<file path="src/rtl/rdc_pkg.sv">
package rdc_pkg;
  localparam int SEL_W = 2;
  localparam int NSET  = 1 << SEL_W;

  typedef enum logic [1:0] {
    ST_IDLE,
    ST_ISSUE,
    ST_WAIT,
    ST_FINISH
  } rdc_state_e;

  typedef struct packed {
    logic             ok;
    logic [SEL_W-1:0] sel;
  } rdc_pick_t;
endpackage

</file>
<file path="src/rtl/rdc_window_map.sv">
module rdc_window_map
  import rdc_pkg::*;
(
  input  logic [NSET-1:0] map,
  output rdc_pick_t       pick
);
  // centre of one unbroken passing run, rejection otherwise
  always_comb begin
    pick = '{ok: 1'b1, sel: '0};
    case (map)
      4'd1:    pick.sel = 2'd0;
      4'd2:    pick.sel = 2'd1;
      4'd3:    pick.sel = 2'd0;
      4'd4:    pick.sel = 2'd2;
      4'd6:    pick.sel = 2'd1;
      4'd7:    pick.sel = 2'd1;
      4'd8:    pick.sel = 2'd3;
      4'd12:   pick.sel = 2'd3;
      4'd14:   pick.sel = 2'd2;
      4'd15:   pick.sel = 2'd1;
      default: pick.ok  = 1'b0;
    endcase
  end
endmodule

</file>
<file path="src/rtl/rdc_wait_timer.sv">
module rdc_wait_timer #(
  parameter int TW = 8
) (
  input  logic          clk,
  input  logic          rst_n,
  input  logic          clr,
  input  logic          run,
  input  logic [TW-1:0] limit,
  output logic          expired
);
  logic [TW-1:0] cnt;
  logic [TW-1:0] lim_eff;

  assign lim_eff = (limit == '0) ? TW'(1) : limit;
  assign expired = run && (cnt >= lim_eff - TW'(1));

  always_ff @(posedge clk or negedge rst_n) begin
    if (!rst_n)   cnt <= '0;
    else if (clr) cnt <= '0;
    else if (run) cnt <= cnt + TW'(1);
  end


  timer_clear_chk: assert property (@(posedge clk) disable iff (!rst_n)
    expired |=> (cnt == '0));
endmodule

</file>
<file path="src/rtl/rdc_seq.sv">
module rdc_seq
  import rdc_pkg::*;
#(
  parameter int          DW      = 16,
  parameter logic [DW-1:0] PATTERN = 16'h5AA5
) (
  input  logic             clk,
  input  logic             rst_n,
  input  logic             start,
  input  logic             rd_ready,
  input  logic             rsp_valid,
  input  logic [DW-1:0]    rsp_data,
  input  logic             expired,
  input  rdc_pick_t        pick,
  output logic             rd_valid,
  output logic             rsp_ready,
  output logic             tmr_clr,
  output logic             tmr_run,
  output logic [SEL_W-1:0] dly_sel,
  output logic [NSET-1:0]  pass_map,
  output logic             done,
  output logic             err
);
  localparam logic [SEL_W-1:0] LAST = SEL_W'(NSET - 1);

  rdc_state_e       state;
  logic [SEL_W-1:0] idx, prev_sel;
  logic             got, step;

  assign rd_valid  = (state == ST_ISSUE);
  assign rsp_ready = (state == ST_WAIT);
  assign got       = rsp_ready && rsp_valid;
  assign step      = got || (rsp_ready && expired);
  assign tmr_run   = rsp_ready && !rsp_valid;
  assign tmr_clr   = !rsp_ready || step;

  always_ff @(posedge clk or negedge rst_n) begin
    if (!rst_n) begin
      state    <= ST_IDLE;
      idx      <= '0;
      prev_sel <= '0;
      dly_sel  <= '0;
      pass_map <= '0;
      done     <= 1'b0;
      err      <= 1'b0;
    end else begin
      done <= 1'b0;
      case (state)
        ST_IDLE: if (start) begin
          prev_sel <= dly_sel;
          dly_sel  <= '0;
          idx      <= '0;
          pass_map <= '0;
          err      <= 1'b0;
          state    <= ST_ISSUE;
        end
        ST_ISSUE: if (rd_ready) state <= ST_WAIT;
        ST_WAIT: if (step) begin
          pass_map[idx] <= got && (rsp_data == PATTERN);
          if (idx == LAST) begin
            state <= ST_FINISH;
          end else begin
            idx     <= idx + SEL_W'(1);
            dly_sel <= idx + SEL_W'(1);
            state   <= ST_ISSUE;
          end
        end
        default: begin
          dly_sel <= pick.ok ? pick.sel : prev_sel;
          err     <= !pick.ok;
          done    <= 1'b1;
          state   <= ST_IDLE;
        end
      endcase
    end
  end


  req_hold_chk: assert property (@(posedge clk) disable iff (!rst_n)
    (rd_valid && !rd_ready) |=> rd_valid);

  sel_hold_chk: assert property (@(posedge clk) disable iff (!rst_n)
    rd_valid |=> $stable(dly_sel));

  chan_excl_chk: assert property (@(posedge clk) disable iff (!rst_n)
    !(rd_valid && rsp_ready));

  done_pulse_chk: assert property (@(posedge clk) disable iff (!rst_n)
    done |=> !done);

  err_with_done_chk: assert property (@(posedge clk) disable iff (!rst_n)
    $rose(err) |-> done);
endmodule

</file>
<file path="src/rtl/rx_delay_cal.sv">
module rx_delay_cal
  import rdc_pkg::*;
#(
  parameter int            AW         = 16,
  parameter int            DW         = 16,
  parameter int            TW         = 8,
  parameter logic [AW-1:0] PROBE_ADDR = 16'h0C0A,
  parameter logic [DW-1:0] PATTERN    = 16'h5AA5
) (
  input  logic          clk,
  input  logic          rst_n,
  input  logic          start,
  input  logic [TW-1:0] wait_limit,
  output logic          rd_valid,
  input  logic          rd_ready,
  output logic [AW-1:0] rd_addr,
  input  logic          rsp_valid,
  output logic          rsp_ready,
  input  logic [DW-1:0] rsp_data,
  output logic [1:0]    dly_sel,
  output logic [3:0]    pass_map,
  output logic          done,
  output logic          err
);
  logic      expired, tmr_clr, tmr_run;
  rdc_pick_t pick;

  assign rd_addr = PROBE_ADDR;

  rdc_wait_timer #(.TW(TW)) u_timer (
    .clk(clk), .rst_n(rst_n), .clr(tmr_clr), .run(tmr_run),
    .limit(wait_limit), .expired(expired)
  );

  rdc_window_map u_map (.map(pass_map), .pick(pick));

  rdc_seq #(.DW(DW), .PATTERN(PATTERN)) u_seq (
    .clk(clk), .rst_n(rst_n), .start(start), .rd_ready(rd_ready),
    .rsp_valid(rsp_valid), .rsp_data(rsp_data), .expired(expired),
    .pick(pick), .rd_valid(rd_valid), .rsp_ready(rsp_ready),
    .tmr_clr(tmr_clr), .tmr_run(tmr_run), .dly_sel(dly_sel),
    .pass_map(pass_map), .done(done), .err(err)
  );
endmodule

</file>
<file path="config.mk">
export PLATFORM = sky130hd
export DESIGN_NAME = rx_delay_cal
export DESIGN_NICKNAME = d
export VERILOG_FILES = /design/src/rtl/rdc_pkg.sv /design/src/rtl/rdc_window_map.sv /design/src/rtl/rdc_wait_timer.sv /design/src/rtl/rdc_seq.sv /design/src/rtl/rx_delay_cal.sv
export SDC_FILE = /design/constraint.sdc
export NUM_CORES = 1
export LEC_CHECK = 0
export ABC_AREA = 1
export BUFFER_PORTS_ARGS = -buffer_cell sky130_fd_sc_hd__buf_2
export CORE_ASPECT_RATIO = 1.1
export CORE_MARGIN = 1
export CORE_UTILIZATION = 51
export CTS_CLUSTER_DIAMETER = 80
export DETAILED_ROUTE_END_ITERATION = 8
export PLACE_DENSITY = 0.8
export SKIP_CTS_REPAIR_TIMING = 1
export SYNTH_ARGS = -nofsm -noshare
export SYNTH_HDL_FRONTEND = slang
export SYNTH_SLANG_ARGS = --single-unit
</file>
<file path="constraint.sdc">
create_clock -name clk -period 2.1 [get_ports clk]
set_clock_uncertainty 0.05 [all_clocks]
set_input_delay 0.525 -clock clk [delete_from_list [all_inputs] [get_ports clk]]
set_output_delay 0.525 -clock clk [all_outputs]
set_load 0.005 [all_outputs]
</file>
* Word-level counts from Yosys, hierarchy flattened
Index checks and enable logic that the tools add are counted.
** Cells by class
- Multipliers :: 0
- Divide/modulo/power cells :: 0
- Shift operators :: 0
- Magnitude comparators :: 3
- Eq/ne operators :: 18
- Mux-type cells :: 25
- Add/subtract/negate cells :: 3
- Reductions and logical operators :: 27
- Bitwise gates (word level) :: 2
** Operators with widths (number)
- 8-bit 2-to-1 mux :: 3
- 2-bit one-hot mux with 3 select lines :: 3
- 16-bit by 15-bit equality test with 1-bit output, second input constant :: 1
- 4-bit equality test, second input constant :: 4
- 2-bit 2-to-1 mux :: 8
- 4-bit by 3-bit equality test with 1-bit output, second input constant :: 3
- 10-bit OR reduction :: 1
- 8-bit by 1-bit adder with 8-bit output, second input constant :: 1
- 4-bit by 2-bit equality test with 1-bit output, second input constant :: 2
- 8-bit >= comparator :: 1
- 8-bit zero test :: 1
- 4-bit 2-to-1 mux :: 2
- 4-bit one-hot mux with 2 select lines :: 1
- 4-bit AND reduction :: 2
- 8-bit by 1-bit subtractor with 8-bit output, second input constant :: 1
- 1-bit logical AND :: 6
- 2-bit != test, second input constant :: 3
- 3-bit AND reduction :: 2
- 2-bit OR reduction :: 3
- 4-bit bitwise mux :: 1
- 2-bit equality test, second input constant :: 2
- 4-bit by 1-bit equality test with 1-bit output, second input constant :: 1
- 1-bit 2-to-1 mux :: 4
- 2-bit one-hot mux with 2 select lines :: 1
- 15 further kinds :: 21
** Word-level totals
- Input bits :: 29
- ROM bits :: 0
- Latch bits :: 0
- Flip-flop bits (word level) :: 22
- Memories :: 0
- Bits in writable memories :: 0

* Longest topological paths before layout
- Depth after elaboration :: 9
- Depth in mapped cells :: 17
- Depth with buffers taken out :: 17

* Modules after synthesis
Synthesis repeated with hierarchy kept, for this count alone.
** Unflattened totals
- Cells, all modules :: 268
- Area, all modules :: 1904.3 um^2
** By module, submodules not included
- rdc_seq :: area each 879.6 um^2, instances 1, seq. area each 350.3 um^2, cells an instance 111
- rdc_wait_timer :: area each 819.5 um^2, instances 1, seq. area each 200.2 um^2, cells an instance 123
- rx_delay_cal :: area each 127.6 um^2, instances 1, seq. area each 0.0 um^2, cells an instance 18
- rdc_window_map :: area each 77.6 um^2, instances 1, seq. area each 0.0 um^2, cells an instance 16

* Worst setup path after synthesis
OpenSTA, ideal clock, no wires.
- Path type :: input to register
- From :: input port wait_limit[4]
- To :: register u_seq.pass_map[3]
- Setup time :: 0.065 ns
- Stages :: 17
- Path slack :: -0.442 ns
- Data required time :: 1.985 ns
- Arrival :: 2.427 ns
- Cell sequence :: inv_1 > nand2_1 > nor2_1 > a21oi_1 > ha_1 > nand2_1 > xor2_1 > inv_1 > ha_1 > nand2_1 > nor3b_1 > nor2_1 > nand2_2 > nand3_1 > nor2_1 > nand2_1 > nand2_1
** Between the ends
- Word-level cells in the longest chain between the ends :: 9
** Ends and longest elaborated chain
- from (decl) :: line rx_delay_cal.sv:13 : input logic [TW-1:0] wait_limit,
- 8-bit zero test :: line rdc_wait_timer.sv:14 : assign lim_eff = (limit == '0) ? TW'(1) : limit;
- 8-bit 2-to-1 mux (*) :: line rdc_wait_timer.sv:14
- 8-bit by 1-bit subtractor with 8-bit output (*) :: line rdc_wait_timer.sv:15 : assign expired = run && (cnt >= lim_eff - TW'(1));
- 8-bit >= comparator (*) :: line rdc_wait_timer.sv:15
- 1-bit logical AND (*) :: line rdc_wait_timer.sv:15
- 1-bit logical AND (*) :: line rdc_seq.sv:33 : assign step = got || (rsp_ready && expired);
- 1-bit logical OR (*) :: line rdc_seq.sv:33
- 2-bit != test (no source line) (*)
- 3-bit AND reduction (no source line) (*)
- to (signal, indexed assignment) :: line rdc_seq.sv:59 : pass_map[idx] <= got && (rsp_data == PATTERN);
- to (decl) :: line rdc_seq.sv:20 : output logic [NSET-1:0] pass_map,
Every way passes the cells marked *; elsewhere a longest branch is shown, timed or not.
A chain may end at the register's enable or synchronous reset.

* Worst setup path in the final report
- From :: input port wait_limit[4]
- To :: register u_seq.pass_map[2]
The elaborated chain is that of the path after synthesis.

==> impl_metrics.json <==
{
  "drive_gt1_share_pct": 34.3,
  "cpMostUsedCell": "nand2_2",
  "synth_area_um2": 1750,
  "fmax_ghz": 0.429,
  "cpMaxStageDelayCell": "ha_4",
  "synth_cells": 242,
  "crit_path_max_incr_delay_ns": 0.27,
  "drc_errors": 3,
  "ys_warn_count": 0,
  "worst-path-max-fanout": 6,
  "status": "complete, but fails checks",
  "max_slew_margin_pct": 65.9,
  "ios": 55,
  "placed_area_um2": 2040,
  "final_area_um2": 2360,
  "fillCellCount": 236,
  "max_cap_viol_count": 0,
  "grt_pass1_wl_um": 6480,
  "grt_max_degree": 23,
  "setup_viol": 18,
  "clock_path_buffers": 2,
  "fin_crit_sh_pct": 111,
  "ys_types": 24,
  "wl_per_cell_um": 12.5,
  "gr-usage-all-layers_pct": 22.5,
  "p_per_area_nw_per_um2": 758,
  "ys_ff_latch": 22,
  "seqCellArea_um2": 551,
  "critPathTopFamily": "simple AND/OR/NAND/NOR gates",
  "initialDrtViolationCount": 75,
  "routabilityCongestion": 0.827,
  "path_buf_inv": 5,
  "grt_overflow": 0,
  "ant_nets": 0,
  "violations": "DRC, setup timing",
  "drv_slew": 0,
  "start_util_pct": 55.4,
  "final.setup.worst_slack_ns": -0.230,
  "period_needed_ns": 2.33,
  "die_y_um": 63.4,
  "reg2reg_depth": 9,
  "htreeDepth": 1,
  "wl_um": 4130,
  "cp_num_cells": 19,
  "arrival_ns": 2.51,
  "worstSetupPathType": "in -> reg",
  "rows": 21,
  "dr.pass1.iters": 9,
  "core_um2": 3150,
  "pre_cts_slack_ns": -0.678,
  "die-area_um2": 3660,
  "dr_total_vias": 1674,
  "root_buffer": "clkbuf_4",
  "multi_input_comb_area_um2": 1180,
  "clock_sinks": 22,
  "synthFlopType": "dfrtp_1",
  "avgSynthCellArea_um2": 7.21,
  "final.setup.tns_ns": -3.39,
  "diodes": 0,
  "insertion_delay_ns": 0.32,
  "nNetsFinal": 345,
  "antenna_found_initial": 0,
  "holdWs_ns": 0.104,
  "finalHoldViolCount": 0,
  "finish.utilization_pct": 74.9,
  "ys_seq_area_share_pct": 31.5,
  "grt_pass1_vias": 1557,
  "peakVddDrop_uv": 674,
  "cts_buffers": 3,
  "path_clk_slew_ns": 0.13,
  "synth_edf_count": 0,
  "die_w_um": 57.8,
  "cts_tree": "built",
  "worstSetupStartpointType": "input pin",
  "critPathCaptureType": "register",
  "port_buffers": 38,
  "hp-class": "in -> async",
  "dp_hpwl_um": 3010,
  "area_growth_pct": 35.3,
  "path_cells": "buf_4 > inv_6 > nand2_2 > nor2_4 > a21oi_4 > ha_4 > buf_6 > nand3_2 > xor2_1 > inv_1 > ha_4 > nand2_2 > nor2_2 > nand2_2 > nand2_4 > buf_6 > nand4_1 > nand2_1 > nand2_1",
  "avgViaCountPerCell": 5.06,
  "worst_ep_required_time_ns": 2.28,
  "synthArstFlopShare_pct": 100,
  "rsz0062_at_grt": "yes",
  "worst-slew-pin-transition_ns": 0.511,
  "power_leakage_nw": 1.24
}
## worst paths after layout
path	from	endpoint	slack, ns
max	wait_limit[4]	u_seq.pass_map[2]	-0.23
min	rst_n	u_seq.pass_map[3]	0.10
max reg2reg	u_seq.state[0]	u_seq.pass_map[2]	0.16
min reg2reg	u_timer.cnt[0]	u_timer.cnt[0]	0.43
max in group asynchronous	rst_n	u_timer.cnt[4]	1.54
min in group clk	u_timer.cnt[0]	u_timer.cnt[0]	0.43
## layout make-up
type	instances	share of cell area, %
Multi-Input combinational cell	179	50.1
Sequential cell	22	23.3
Timing Repair Buffer	54	15.5
Inverter	38	7.00
Tap cell	34	1.80
Clock inverter	1	1.27
Clock buffer	3	0.954
## registers in the layout, summed over array words and instances (netlist names)
name            cells
u_timer.cnt         8
u_seq.pass_map      4
u_seq.dly_sel       2
u_seq.idx           2
u_seq.prev_sel      2
u_seq.state         2
u_seq.done          1
u_seq.err           1
## power by group
group	switching, mW	internal [mW]	leakage [nW]	total (mW)
Clock	0.133	0.193	0.0279	0.326
Sequential	0.0558	0.503	0.299	0.559
Combinational	0.541	0.365	0.912	0.906
## cells by family (layout without fill, tap and decap cells)
kind of cell	after synthesis	count (layout)	synth area share (%)
other	2	16	0.430
AOI/OAI and AO/OA	17	17	5.09
and+or+nand+nor	120	120	30.3
buffers and inverters	55	96	15.7
xor gates and xnor gates	8	8	4.01
adders and majority gates	18	18	12.9
DFF	22	22	31.5
## layer usage
metal  share of wire [%]  track usage [%]
met5                   0                0
met1                  42             29.8
met4                 1.4             8.04
met3                 4.0             2.67
met2                  53             37.6
## Yosys cell counts, types with 3 or more instances
| library cell | number | area (µm²) |
|---|---|---|
| nand2_1 | 61 | 229 |
| or2_2 | 4 | 25.0 |
| ha_1 | 18 | 225 |
| inv_1 | 38 | 143 |
| o21ai_0 | 10 | 50.1 |
| a21oi_1 | 3 | 15.0 |
| nor2_1 | 27 | 101 |
| nand4_1 | 8 | 50.1 |
| xor2_1 | 6 | 52.6 |
| dfrtp_1 | 22 | 551 |
| nand3_1 | 8 | 40.0 |
| nor3_1 | 5 | 25.0 |
| buf_4 | 16 | 120 |
## cell usage in the layout, fill, tap and decap left out, drive strengths merged
master,netlist,final
nand4,9,9
o21ai,12,12
a31oi,1,1
bufinv,0,1
nand2,63,63
nor3b,3,3
inv,38,38
dfrtp,22,22
conb,2,16
or2,4,4
o31ai,1,1
nor3,5,5
nand3,8,8
xnor2,2,2
buf,17,54
ha,18,18
clkbuf,0,3
xor2,6,6
a21oi,3,3
nor2,28,28
## per-stage QoR
step / power [mW] / std cells
2_1_floorplan: 1.10 / 256
3_3_place_gp: 1.28 / 323
3_5_place_dp: 1.31 / 323
4_1_cts: 1.65 / 327
5_1_grt: 1.94 / 331
6_report: 1.79 / 331
No activity file was read; power rests on OpenSTA's default activity.
